`src/rtl/codec_ft_pkg.sv`:
```
package codec_ft_pkg;
    typedef enum logic [1:0] {
        CMD_NONE    = 2'b00,
        CMD_LATER   = 2'b01,
        CMD_EARLIER = 2'b10,
        CMD_SECOND  = 2'b11
    } cmd_e;
endpackage

```
`src/rtl/codec_ft_cmd_sel.sv`:
```
module codec_ft_cmd_sel
    import codec_ft_pkg::*;
(
    input  logic [1:0] inband_i,
    input  logic [1:0] pins_i,
    output cmd_e       cmd_o
);
    // In-band code wins whenever it is nonzero; pins fill in otherwise.
    always_comb begin
        if (inband_i != 2'b00) cmd_o = cmd_e'(inband_i);
        else                   cmd_o = cmd_e'(pins_i);
    end
endmodule

```
`src/rtl/codec_ft_len_calc.sv`:
```
module codec_ft_len_calc
    import codec_ft_pkg::*;
#(
    parameter int CNT_W   = 16,
    parameter int ADJ_W   = 10,
    parameter int MIN_LEN = 36
) (
    input  logic [CNT_W-1:0] period_i,
    input  logic [ADJ_W-1:0] adjust_i,
    input  cmd_e             cmd_i,
    output logic [CNT_W-1:0] nominal_o,
    output logic [CNT_W-1:0] len_o
);
    localparam int SW = ((CNT_W > ADJ_W) ? CNT_W : ADJ_W) + 2;
    localparam logic signed [SW-1:0] LO_S = SW'(MIN_LEN);
    localparam logic signed [SW-1:0] HI_S = SW'((64'd1 << CNT_W) - 64'd1);

    function automatic logic [CNT_W-1:0] fit(input logic signed [SW-1:0] v);
        logic signed [SW-1:0] r;
        if (v < LO_S)      r = LO_S;
        else if (v > HI_S) r = HI_S;
        else               r = v;
        return r[CNT_W-1:0];
    endfunction

    logic signed [SW-1:0] per_s;
    logic signed [SW-1:0] adj_s;
    logic signed [SW-1:0] raw_s;

    always_comb begin
        per_s = $signed({{(SW-CNT_W){1'b0}}, period_i});
        adj_s = $signed({{(SW-ADJ_W){adjust_i[ADJ_W-1]}}, adjust_i});
        case (cmd_i)
            CMD_LATER:   raw_s = per_s + adj_s;
            CMD_EARLIER: raw_s = per_s - adj_s;
            default:     raw_s = per_s;
        endcase
        nominal_o = fit(per_s);
        len_o     = fit(raw_s);
    end
endmodule

```
`src/rtl/codec_frame_ctrl.sv`:
```
module codec_frame_ctrl
    import codec_ft_pkg::*;
#(
    parameter int CNT_W  = 16,
    parameter int ADJ_W  = 10,
    parameter int WORD_W = 16
) (
    input  logic              clk_i,
    input  logic              rst_i,
    input  logic [CNT_W-1:0]  period_i,
    input  logic [ADJ_W-1:0]  adjust_i,
    input  logic [1:0]        cmd_pins_i,
    input  logic [WORD_W-1:0] adc_word_i,
    input  logic              din_i,
    output logic              fs_n_o,
    output logic              dout_o,
    output logic [WORD_W-3:0] dac_word_o,
    output logic              dac_valid_o,
    output logic [WORD_W-1:0] ctrl_word_o,
    output logic              ctrl_valid_o
);
    localparam int MIN_LEN = 2 * WORD_W + 4;
    localparam int XW      = CNT_W + 1;
    localparam logic [XW-1:0] ONE_X  = XW'(1);
    localparam logic [XW-1:0] WORD_X = XW'(WORD_W);

    typedef struct packed {
        logic [CNT_W-1:0]  cnt;
        logic [CNT_W-1:0]  len;
        logic [CNT_W-1:0]  half;
        cmd_e              pend;
        cmd_e              act;
        logic [WORD_W-1:0] rx;
        logic [WORD_W-1:0] tx;
        logic [WORD_W-3:0] dac;
        logic              dac_vld;
        logic [WORD_W-1:0] ctl;
        logic              ctl_vld;
    } state_t;

    state_t q, d;

    logic [WORD_W-1:0] rx_full;
    cmd_e              cmd_new;
    logic [CNT_W-1:0]  nominal_len;
    logic [CNT_W-1:0]  next_len;
    logic [XW-1:0]     cnt_x, half_x;
    logic              in_pri, in_sec, pri_done, sec_done, frame_end;

    assign rx_full = {q.rx[WORD_W-2:0], din_i};

    codec_ft_cmd_sel u_sel (
        .inband_i (rx_full[1:0]),
        .pins_i   (cmd_pins_i),
        .cmd_o    (cmd_new)
    );

    codec_ft_len_calc #(
        .CNT_W   (CNT_W),
        .ADJ_W   (ADJ_W),
        .MIN_LEN (MIN_LEN)
    ) u_len (
        .period_i  (period_i),
        .adjust_i  (adjust_i),
        .cmd_i     (q.pend),
        .nominal_o (nominal_len),
        .len_o     (next_len)
    );

    always_comb begin
        cnt_x     = {1'b0, q.cnt};
        half_x    = {1'b0, q.half};
        in_pri    = (cnt_x >= ONE_X) && (cnt_x <= WORD_X);
        in_sec    = (q.act == CMD_SECOND) && (cnt_x >= half_x + ONE_X)
                    && (cnt_x <= half_x + WORD_X);
        pri_done  = (cnt_x == WORD_X);
        sec_done  = (q.act == CMD_SECOND) && (cnt_x == half_x + WORD_X);
        frame_end = (q.cnt == q.len - CNT_W'(1));
    end

    always_comb begin
        d         = q;
        d.dac_vld = 1'b0;
        d.ctl_vld = 1'b0;
        if (in_pri || in_sec) d.rx = rx_full;
        if (in_pri)           d.tx = {q.tx[WORD_W-2:0], 1'b0};
        if (pri_done) begin
            d.dac     = rx_full[WORD_W-1:2];
            d.dac_vld = 1'b1;
            d.pend    = cmd_new;
        end
        if (sec_done) begin
            d.ctl     = rx_full;
            d.ctl_vld = 1'b1;
        end
        if (frame_end) begin
            d.cnt  = '0;
            d.len  = next_len;
            d.half = nominal_len >> 1;
            d.act  = q.pend;
            d.pend = CMD_NONE;
            d.tx   = adc_word_i;
        end else begin
            d.cnt = q.cnt + CNT_W'(1);
        end
    end

    always_ff @(posedge clk_i) begin
        if (rst_i) begin
            q         <= '0;
            q.len     <= nominal_len;
            q.cnt     <= nominal_len - CNT_W'(1);
            q.half    <= nominal_len >> 1;
            q.pend    <= CMD_NONE;
            q.act     <= CMD_NONE;
        end else begin
            q <= d;
        end
    end

    assign fs_n_o       = !((q.cnt == '0) || ((q.act == CMD_SECOND) && (q.cnt == q.half)));
    assign dout_o       = in_pri ? q.tx[WORD_W-1] : 1'b0;
    assign dac_word_o   = q.dac;
    assign dac_valid_o  = q.dac_vld;
    assign ctrl_word_o  = q.ctl;
    assign ctrl_valid_o = q.ctl_vld;
endmodule

```
`config.mk`:
```
export PLATFORM = sky130hd
export DESIGN_NAME = codec_frame_ctrl
export DESIGN_NICKNAME = d
export VERILOG_FILES = /design/src/rtl/codec_ft_pkg.sv /design/src/rtl/codec_ft_cmd_sel.sv /design/src/rtl/codec_ft_len_calc.sv /design/src/rtl/codec_frame_ctrl.sv
export SDC_FILE = /design/constraint.sdc
export NUM_CORES = 1
export LEC_CHECK = 0
export BUFFER_PORTS_ARGS = -buffer_cell sky130_fd_sc_hd__buf_2
export CAP_MARGIN = 20
export CORE_ASPECT_RATIO = 0.7
export CORE_MARGIN = 10
export CORE_UTILIZATION = 55
export DETAILED_ROUTE_END_ITERATION = 8
export GPL_TIMING_DRIVEN = 1
export PLACE_DENSITY = 0.89
export SKIP_LAST_GASP = 1
export SLEW_MARGIN = 20
export SYNTH_ARGS = -nofsm -noshare
export SYNTH_HDL_FRONTEND = slang
export SYNTH_SLANG_ARGS = --single-unit
```
`constraint.sdc`:
```
create_clock -name clk_i -period 4.4 [get_ports clk_i]
set_clock_uncertainty 0.1 [all_clocks]
set_input_delay 0.88 -clock clk_i [delete_from_list [all_inputs] [get_ports clk_i]]
set_output_delay 0.88 -clock clk_i [all_outputs]
set_load 0.02 [all_outputs]
```
# Word-level counts from Yosys, hierarchy flattened
# Index checks and enable logic that the tools add are counted.
# W data, S select, Z words.
[word_totals] reg_bits=115 latch_bits=0 ram_bits=0 rom_bits=0 output_inout_bits=34 word_cells=60 n_memories=0
[op_classes] n_addsub=7 mul=0 n_div=0 magnitude_cmp=7 eq_ne=7 n_shift=0 muxes=15 bitwise=0 reduce_logical=13
[op_table] cell="$mux W116" count=1
[op_table] cell="$mux W16" count=7
[op_table] cell="$mux W36" count=1
[op_table] cell="$pmux W18 S2" count=1
[op_table] cell="$eq A16 B16 Y1" count=2
[op_table] cell="$sub A16 B1 Y16 const B" count=2
[op_table] cell="$add A17 B10 Y18" count=1
[op_table] cell="$gt A18 B17 Y1 const B" count=1
[op_table] cell="$lt A18 B7 Y1 const B" count=1
[op_table] cell="$sub A17 B10 Y18" count=1
[op_table] cell="$le A16 B17 Y1" count=1
[op_table] cell="$mux W17" count=1
[op_table] cell="$add A15 B1 Y16 const B" count=1
[op_table] cell="$add A15 B5 Y16 const B" count=1
[op_table] cell="$add A16 B1 Y16 const B" count=1
[op_table] cell="$eq A16 B15 Y1" count=1
[op_table] cell="$eq A16 B5 Y1 const B" count=1
[op_table] cell="$ge A16 B1 Y1 const B" count=1
[op_table] cell="$ge A16 B16 Y1" count=1
[op_table] cell="$le A16 B5 Y1 const B" count=1
[op_table] cell="$logic_not A16 Y1" count=1
[op_table] cell="$lt A16 B6 Y1 const B" count=1
[op_table] cell="$mux W15" count=1
[op_table] cell="$reduce_bool A2 Y1" count=3
[op_table] cell="8 further kinds" count=15

# Logic depth before layout (Yosys ltp)
# Gate-level depths: netlist (run 1).
[depth] ltp_word=7 mapped_depth=18 mapped_depth_nobuf=15

# Cells and area by module
# Synthesis (run 1) repeated with hierarchy kept, for this count alone.
[unflattened] cells_unflattened=1100 hier_area_um2=9326.4
[by_module_without_submodules] mod="codec_frame_ctrl" instances=1 cells_each=840 area_per_inst_um2=7578.5 seq_area_each_um2=2592.5
[by_module_without_submodules] mod="codec_ft_len_calc" instances=1 cells_each=256 area_per_inst_um2=1727.9 seq_area_each_um2=0.0
[by_module_without_submodules] mod="codec_ft_cmd_sel" instances=1 cells_each=4 area_per_inst_um2=20.0 seq_area_each_um2=0.0

# Worst setup path after synthesis (run 1)
# Ideal clock, no wire load.
[synth_path] kind="in2reg" startpoint="input port adjust_i[3]" endpoint="register q[85] (netlist name), data pin" setup_ns=0.268 t_arrival_ns=4.036 t_required_ns=4.032 slack_ns=-0.004 stages=16 cell_sequence="nor3_1 -> a21oi_1 -> nor2_1 -> xor2_1 -> ha_1 -> clkbuf_1 -> and4_1 -> and2_1 -> a2111o_1 -> a31oi_1 -> xnor2_1 -> o31ai_1 -> nand4b_1 -> nand3_1 -> buf_2 -> o22ai_1"
[synth_between] elab_chain_cells=7 elab_cells_between_ends=9 classes_between="add/sub: 2; order compare: 2; mux: 5"
[synth_rtl] element="from (decl)" line_no="codec_frame_ctrl.sv:11" source="input logic [ADJ_W-1:0] adjust_i,"
[synth_rtl] element="$sub A17 B10 Y18 / $add A17 B10 Y18 (equally long branches)" line_no="codec_ft_len_calc.sv:35, codec_ft_len_calc.sv:34"
[synth_rtl] element="$pmux W18 S2 *" line_no="codec_ft_len_calc.sv:33" source="case (cmd_i)"
[synth_rtl] element="$gt A18 B17 Y1" line_no="codec_ft_len_calc.sv:21" source="else if (v > HI_S) r = HI_S;"
[synth_rtl] element="$mux W16" line_no="codec_ft_len_calc.sv:21"
[synth_rtl] element="$mux W16 *" line_no="codec_ft_len_calc.sv:20" source="if (v < LO_S) r = LO_S;"
[synth_rtl] element="$mux W36 *" line_no="codec_frame_ctrl.sv:96" source="if (frame_end) begin"
[synth_rtl] element="$mux W116 *" line_no="codec_frame_ctrl.sv:109" source="if (rst_i) begin"
[synth_rtl] element="to (decl)" line_no="codec_frame_ctrl.sv:41" source="state_t q, d;"
# Mark *: on every way between the ends. The rest lies on a longest branch, timed or not. The select of a mux whose other input is x is not followed.
# A chain may end at the register's enable or synchronous reset.

# Worst setup path in the final report (run 1)
[layout_path] startpoint="register q[67] (netlist name)" endpoint="register q[84] (netlist name), data pin"
[layout_between] elab_chain_cells=7 elab_cells_between_ends=9 classes_between="order compare: 2; eq/ne: 2; mux: 5"
[layout_rtl] element="$eq A2 B2 Y1 / $eq A2 B1 Y1 (equally long branches)" line_no="codec_ft_len_calc.sv:33"
[layout_rtl] element="$pmux W18 S2 *" line_no="codec_ft_len_calc.sv:33"
[layout_rtl] element="$gt A18 B17 Y1" line_no="codec_ft_len_calc.sv:21"
[layout_rtl] element="$mux W16" line_no="codec_ft_len_calc.sv:21"
[layout_rtl] element="$mux W16 *" line_no="codec_ft_len_calc.sv:20"
[layout_rtl] element="$mux W36 *" line_no="codec_frame_ctrl.sv:96"
[layout_rtl] element="$mux W116 *" line_no="codec_frame_ctrl.sv:109"
# Marked as above.

==> flow_metrics.py, run 1 <==
metrics = {
    "outcome": {
        "status": "finished, final reports clean",
    },
    "synthesis": {
        "ys_seq_area_share_pct": 30.7,
        "ys_top_cells_by_area": "dfxtp_1, edfxtp_1, ha_1",
        "yosysMostFrequentCell": "nand2_1",
        "syn_area_mm2": 0.00843,
        "yosys.area_share.simple_pct": 20.0,
        "synthCells": 993,
        "synth_fa_ha_area_share_pct": 8.69,
        "synth_nets": 1098,
        "synth_cell_types": 71,
        "synth_edf_count": 31,
        "synth_mux_area_share_pct": 6.56,
        "synth_async_sr_flop_share_pct": 0,
        "synthTopCellsByCount": "nand2_1, nor2_1, dfxtp_1, xnor2_1, ha_1",
        "synth_top_cell_by_area": "dfxtp_1",
        "synth_compound_area_share_pct": 17.2,
        "synth_area_per_cell_um2": 8.49,
        "synth_top_family_by_area": "simple AND/OR/NAND/NOR gates",
        "synth-seq-cells": 114,
        "synthFlopType": "dfxtp_1",
        "synth_top_area_share_pct": 19.7,
        "yosys.area_share.xor_xnor_pct": 9.35,
        "synth_warnings": 0,
    },
    "worst_hold_path": {
        "worstHoldStart": "ctrl_word_o[0]",
        "hp-class": "reg2reg",
        "min_to": "ctrl_word_o[0]",
        "hold_depth": 2,
    },
    "placed_design": {
        "io_buffers": 80,
        "gp_congestion": 0.983,
        "dp_hpwl_mm": 17.2,
        "dpl-instance-area_mm2": 0.00909,
    },
    "clock_tree": {
        "clock_sinks": 114,
        "postCtsSetupRepairBufs": 0,
        "clock_tree.buffer_depth": 2,
        "cts_max_level": 4,
        "numCtsBuffers": 17,
        "cts_hold_buf": 0,
        "clkLatencyLatePin_ns": 0.42,
        "clk_pin_slew_worst_paths_ns": 0.06,
        "cts_root_buf": "clkbuf_16",
        "tritoncts": "done",
    },
    "global_routing": {
        "globalRouteOverflowTotal": 0,
        "grt_pass1_vias": 7671,
        "grt_use_total_pct": 23.2,
        "grt_pass1_wl_mm": 40.0,
        "grt_start_max_net_pins": 51,
        "antenna_found_initial": 0,
    },
    "final_layout": {
        "drive_gt1_share_pct": 19.9,
        "final_area_mm2": 0.00976,
        "areaGrowthSynthToFinish_pct": 15.7,
        "nNetsFinal": 1172,
        "n_fill_cell": 1013,
        "utilization_pct": 65.7,
        "multi_input_area_mm2": 0.00528,
        "seq_area_mm2": 0.00259,
        "diodes": 0,
    },
    "die": {
        "rows": 37,
        "core_mm2": 0.0149,
        "die_area_mm2": 0.0208,
        "die-height_um": 124,
        "pin_count": 81,
        "start_util_pct": 56.8,
        "die_w_um": 168,
    },
    "pwr": {
        "vdd_drop_max_mv": 0.298,
        "power.net_switching_mw": 0.968,
        "p_comb_share_pct": 20.1,
        "switching_share_pct": 29.4,
        "clock_power_share_pct": 43.0,
        "powerDensity_mw_per_mm2": 337,
        "power_frac_seq_pct": 37.0,
        "leakage_nw": 4.06,
        "internal-power_mw": 2.32,
    },
    "worst_setup_path": {
        "start_kind": "flip-flop",
        "crit_chain": "ha_2 -> mux2i_1 -> fa_1 -> a211oi_2 -> o21ai_1 -> a2111o_1 -> a31oi_2 -> xnor2_1 -> o31ai_2 -> nand4b_1 -> buf_4 -> a41oi_1 -> o22ai_1",
        "timing.rr.end": "q[84]",
        "end_kind": "flip-flop",
        "crit_type": "reg2reg",
        "crit_fanout": 11,
        "max_stage_delay_ns": 0.47,
        "reg2reg_slack_ns": 0.12,
        "cp_num_buf_inv": 1,
        "critPathRequiredTime_ns": 4.47,
        "cp-startpoint": "q[67]",
        "crit_arrival_ns": 4.35,
        "rr_startpoint": "q[67]",
        "path_delay_family": "compound AO/OA/AOI/OAI gates",
        "reg2regPathDepth": 13,
        "crit_slowest_cell": "fa_1",
    },
    "detailed_routing": {
        "wire_per_inst_um": 19.7,
        "ant_nets": 0,
        "first_pass_iters": 6,
        "vias_per_cell": 6.35,
        "vias": 8096,
        "totalWireLength_mm": 25.2,
        "drc_errors": 0,
        "drt_iter0_markers": 1226,
    },
    "sta": {
        "tns_ns": 0,
        "worstMarginPinSlew_ns": 0.861,
        "fmax_mhz": 233,
        "finalSetupViolCount": 0,
        "final_max_slew_viol_count": 0,
        "period_minus_slack_ns": 4.28,
        "worst_hold_slack_ns": 0.352,
        "hold_viol": 0,
        "finalCritPeriodShare_pct": 97.4,
        "max_slew_margin_pct": 42.1,
    },
    "run": {
        "cap_violations": 0,
    },
}
registers in the layout, summed over array words and instances, names as in the netlist:
name,flops
q,51
cnt_x,16
ctrl_word_o,16
half_x,15
dac_word_o,14
ctrl_valid_o,1
dac_valid_o,1
cells in the final DEF, fill, tap and decap left out, types with 12 or more instances in the layout:
| master | instances |
|---|---|
| clkbuf_16 | 19 |
| inv_1 | 29 |
| nand2b_1 | 12 |
| o21ai_0 | 39 |
| mux2i_1 | 53 |
| xnor2_1 | 58 |
| edfxtp_1 | 31 |
| nand4_1 | 15 |
| nor2b_1 | 18 |
| a21o_1 | 12 |
| ha_1 | 56 |
| nand2_1 | 105 |
| a21oi_1 | 44 |
| o31ai_1 | 12 |
| nor3_1 | 18 |
| nand3_1 | 29 |
| buf_2 | 80 |
| xor2_1 | 32 |
| buf_4 | 67 |
| nor2_1 | 89 |
| dfxtp_1 | 83 |
| a211oi_2 | 16 |
area by class of cell:
cell class	instances	share of cell area, %
clock inverter	10	1.23
clock buffer	22	4.99
tap	195	2.50
multi-input combinational	757	54.1
timing repair buffer	148	9.46
sequential	114	26.6
inverter	29	1.12
stage by stage:
step / total power, mW / cells / setup slack (ns)
CTS: 3.25 / 1275 / 0.101
floorplan: 1.62 / 993 / 0.133
finish: 3.29 / 1275 / 0.116
global route: 3.39 / 1275 / -0.0929
detailed placement: 1.84 / 1243 / -0.329
global placement: 1.81 / 1243 / -0.150
tightest hold or removal path: cells and delay by family (launching register included):
| kind | cells | cell delay (ns) |
|---|---|---|
| DFF | 1 | 0.30 |
| and+or+nand+nor | 1 | 0.05 |
| AOI/OAI and AO/OA | 1 | 0.05 |
power by group through the flow:
stage	logic [mW]	clock network (mW)	registers [mW]
floorplan	0.444	0	1.18
finish	0.660	1.41	1.22
global route	0.718	1.46	1.22
detailed placement	0.611	0	1.23
global placement	0.582	0	1.23
CTS	0.634	1.41	1.21
worst max path at each step:
| stage | end | slack, ns | cells past startpoint |
|---|---|---|---|
| 6_report | q[84] | 0.12 | 13 |
| 3_5_place_dp | q[84] | -0.33 | 15 |
| 2_1_floorplan | q[85] | 0.13 | 16 |
| 4_1_cts | q[84] | 0.10 | 13 |
| 3_3_place_gp | q[84] | -0.15 | 15 |
| 5_1_grt | q[84] | -0.09 | 16 |
cell families after synthesis:
family / Yosys count
mux: 55
xor+xnor: 90
simple gates: 346
buf+inv: 122
flops: 114
fa+ha+maj: 58
compound gates: 208
per-layer routing:
| layer | up-vias | wire length [um] | GRT usage, % |
|---|---|---|---|
| li1 | 3684 | - | - |
| met1 | 3787 | 10500 | 30.4 |
| met2 | 537 | 11100 | 35.9 |
| met3 | 88 | 2900 | 6.61 |
| met4 | 0 | 737 | 8.41 |
| met5 | - | 0 | 0 |
what timing repair did:
action                     in CTS  in global routing
resized for setup               1                 10
pin swaps                       0                  1
setup endpoints to repair      11                 13
Power figures use the tool's default switching activity.
==> run 2: changes to the inputs <==
--- a/config.mk
+++ b/config.mk
@@ -9,11 +9,10 @@
 export CAP_MARGIN = 20
 export CORE_ASPECT_RATIO = 0.7
 export CORE_MARGIN = 10
-export CORE_UTILIZATION = 55
+export CORE_UTILIZATION = 29
 export DETAILED_ROUTE_END_ITERATION = 8
 export GPL_TIMING_DRIVEN = 1
-export PLACE_DENSITY = 0.89
-export SKIP_LAST_GASP = 1
+export PLACE_DENSITY = 0.57
 export SLEW_MARGIN = 20
 export SYNTH_ARGS = -nofsm -noshare
 export SYNTH_HDL_FRONTEND = slang
==> run 2 against run 1 <==
Core utilization shrank 31 points. Count of clock-buffer cells in the layout is 5 lower. Cell count is 16% higher. Routed wire length decreased by 6.0%. Hold slack worse by 0.0053 ns. Sequential share of layout area shrank 0.82 points. Critical path type is now in2reg. Critical endpoint is now q[97].
==> flow_metrics.py, run 2 (synthesis results as in run 1) <==
metrics = {
    "detailed_routing": {
        "vias": 7378,
        "ant_nets": 0,
        "drt_iter0_markers": 501,
        "vias_per_cell": 5.01,
        "totalWireLength_mm": 23.7,
        "wire_per_inst_um": 16.1,
        "first_pass_iters": 5,
        "drc_errors": 0,
    },
    "global_routing": {
        "globalRouteOverflowTotal": 0,
        "grt_start_max_net_pins": 51,
        "antenna_found_initial": 1,
        "grt_pass1_vias": 7173,
        "grt_use_total_pct": 12.8,
        "grt_pass1_wl_mm": 38.5,
    },
    "worst_setup_path": {
        "crit_type": "in2reg",
        "crit_chain": "buf_2 -> nor3_4 -> buf_4 -> a31oi_2 -> o21ai_0 -> ha_1 -> a221o_1 -> a31oi_1 -> o211ai_1 -> o221ai_1 -> a21boi_0 -> o31ai_1 -> buf_4 -> nand4b_1 -> nand3_1 -> buf_4 -> o32ai_1",
        "end_kind": "flip-flop",
        "cp-startpoint": "adjust_i[3]",
        "rr_startpoint": "q[67]",
        "crit_fanout": 6,
        "cpMostUsedCell": "buf_4",
        "crit_slowest_cell": "a221o_1",
        "crit_arrival_ns": 4.25,
        "start_kind": "input pin",
        "critPathRequiredTime_ns": 4.54,
        "max_stage_delay_ns": 0.35,
    },
    "placed_design": {
        "dp_hpwl_mm": 18.2,
        "dpl-instance-area_mm2": 0.00943,
        "io_buffers": 80,
        "gp_congestion": 0.887,
    },
    "sta": {
        "hold_viol": 0,
        "period_minus_slack_ns": 4.11,
        "finalSetupViolCount": 0,
        "finalCritPeriodShare_pct": 93.3,
        "fmax_mhz": 243,
        "worstMarginPinSlew_ns": 0.889,
        "final_max_slew_viol_count": 0,
        "max_slew_margin_pct": 39.2,
    },
    "outcome": {
        "status": "finished, final reports clean",
    },
    "clock_tree": {
        "cts_root_buf": "clkbuf_16",
        "tritoncts": "done",
        "clock_sinks": 114,
        "clock_tree.buffer_depth": 2,
        "cts_hold_buf": 0,
        "postCtsSetupRepairBufs": 0,
        "clkLatencyLatePin_ns": 0.41,
        "clk_pin_slew_worst_paths_ns": 0.06,
        "numCtsBuffers": 17,
        "cts_max_level": 4,
    },
    "final_layout": {
        "areaGrowthSynthToFinish_pct": 19.4,
        "final_area_mm2": 0.0101,
        "nNetsFinal": 1186,
        "max_flop_register": "q",
        "final_common_cell": "nand2_1",
        "layout_common_cells": "nand2_1, nor2_1, dfxtp_1",
        "largest_reg_flops": 51,
        "drive_gt1_share_pct": 21.1,
        "utilization_pct": 35.0,
        "n_fill_cell": 2990,
    },
    "die": {
        "start_util_pct": 29.3,
        "die-height_um": 163,
        "core_mm2": 0.0288,
        "rows": 52,
        "pin_count": 81,
        "die_area_mm2": 0.0364,
        "die_w_um": 224,
    },
    "worst_hold_path": {
        "hp-class": "reg2reg",
        "worstHoldStart": "ctrl_word_o[4]",
    },
    "pwr": {
        "vdd_drop_max_mv": 0.223,
        "leakage_nw": 4.12,
        "powerDensity_mw_per_mm2": 320,
    },
    "run": {
        "cap_violations": 0,
    },
}
run 2: critical path, delay by kind of cell:
family	cells	cell delay, ns
compound gates	9	1.94
fa+ha+maj	1	0.28
buf+inv	4	0.61
simple gates	3	0.53
run 2: worst paths after layout:
path | endpoint | slack [ns] | depth (start not counted)
worst max-delay path | q[97] | 0.29 | 17
worst min-delay path | ctrl_word_o[4] | 0.35 | 2
worst max register to register | q[97] | 0.32 | 16
worst min register to register | ctrl_word_o[4] | 0.35 | 2
run 2: per-layer routing:
layer | track usage (%) | vias to the layer above | routed length, um
met5 | 0 | - | 13
met3 | 2.56 | 13 | 1020
met4 | 2.45 | 2 | 128
met2 | 19.3 | 142 | 10300
met1 | 18.4 | 3508 | 12200
li1 | - | 3713 | -
run 2: metrics by stage:
stage | hold slack, ns | std cells | power, mW | setup slack (ns) | TNS, ns
floorplan | 0.332 | 993 | 1.62 | 0.133 | 0
global placement | 0.337 | 1440 | 1.84 | -0.129 | -0.842
detailed placement | 0.342 | 1440 | 1.85 | -0.257 | -1.94
CTS | 0.350 | 1472 | 3.24 | 0.0830 | 0
global route | 0.365 | 1472 | 3.38 | -0.00619 | -0.00619
finish | 0.347 | 1473 | 3.22 | 0.293 | 0
run 2: final cells by class:
cell class | count | area (um^2) | share of cell area [%]
clock inverter | 15 | 159 | 1.58
tap | 378 | 473 | 4.70
clock buffer | 17 | 425 | 4.23
multi-input combinational | 757 | 5280 | 52.4
sequential | 114 | 2590 | 25.7
timing repair buffer | 162 | 1030 | 10.2
antenna | 1 | 2.50 | 0.0249
inverter | 29 | 109 | 1.08
run 2: report_power, final:
part           internal [mW]  leakage [nW]  total (mW)  switching, mW
logic                  0.300          2.86       0.632          0.332
clock network          0.804         0.288        1.38          0.573
registers               1.12         0.974        1.21         0.0906
total                   2.23          4.12        3.22          0.995
run 2: repair_timing:
action	in CTS	in global routing
resized for setup	0	11
endpoints found under the setup margin	0	14
hold endpoints to repair	0	0
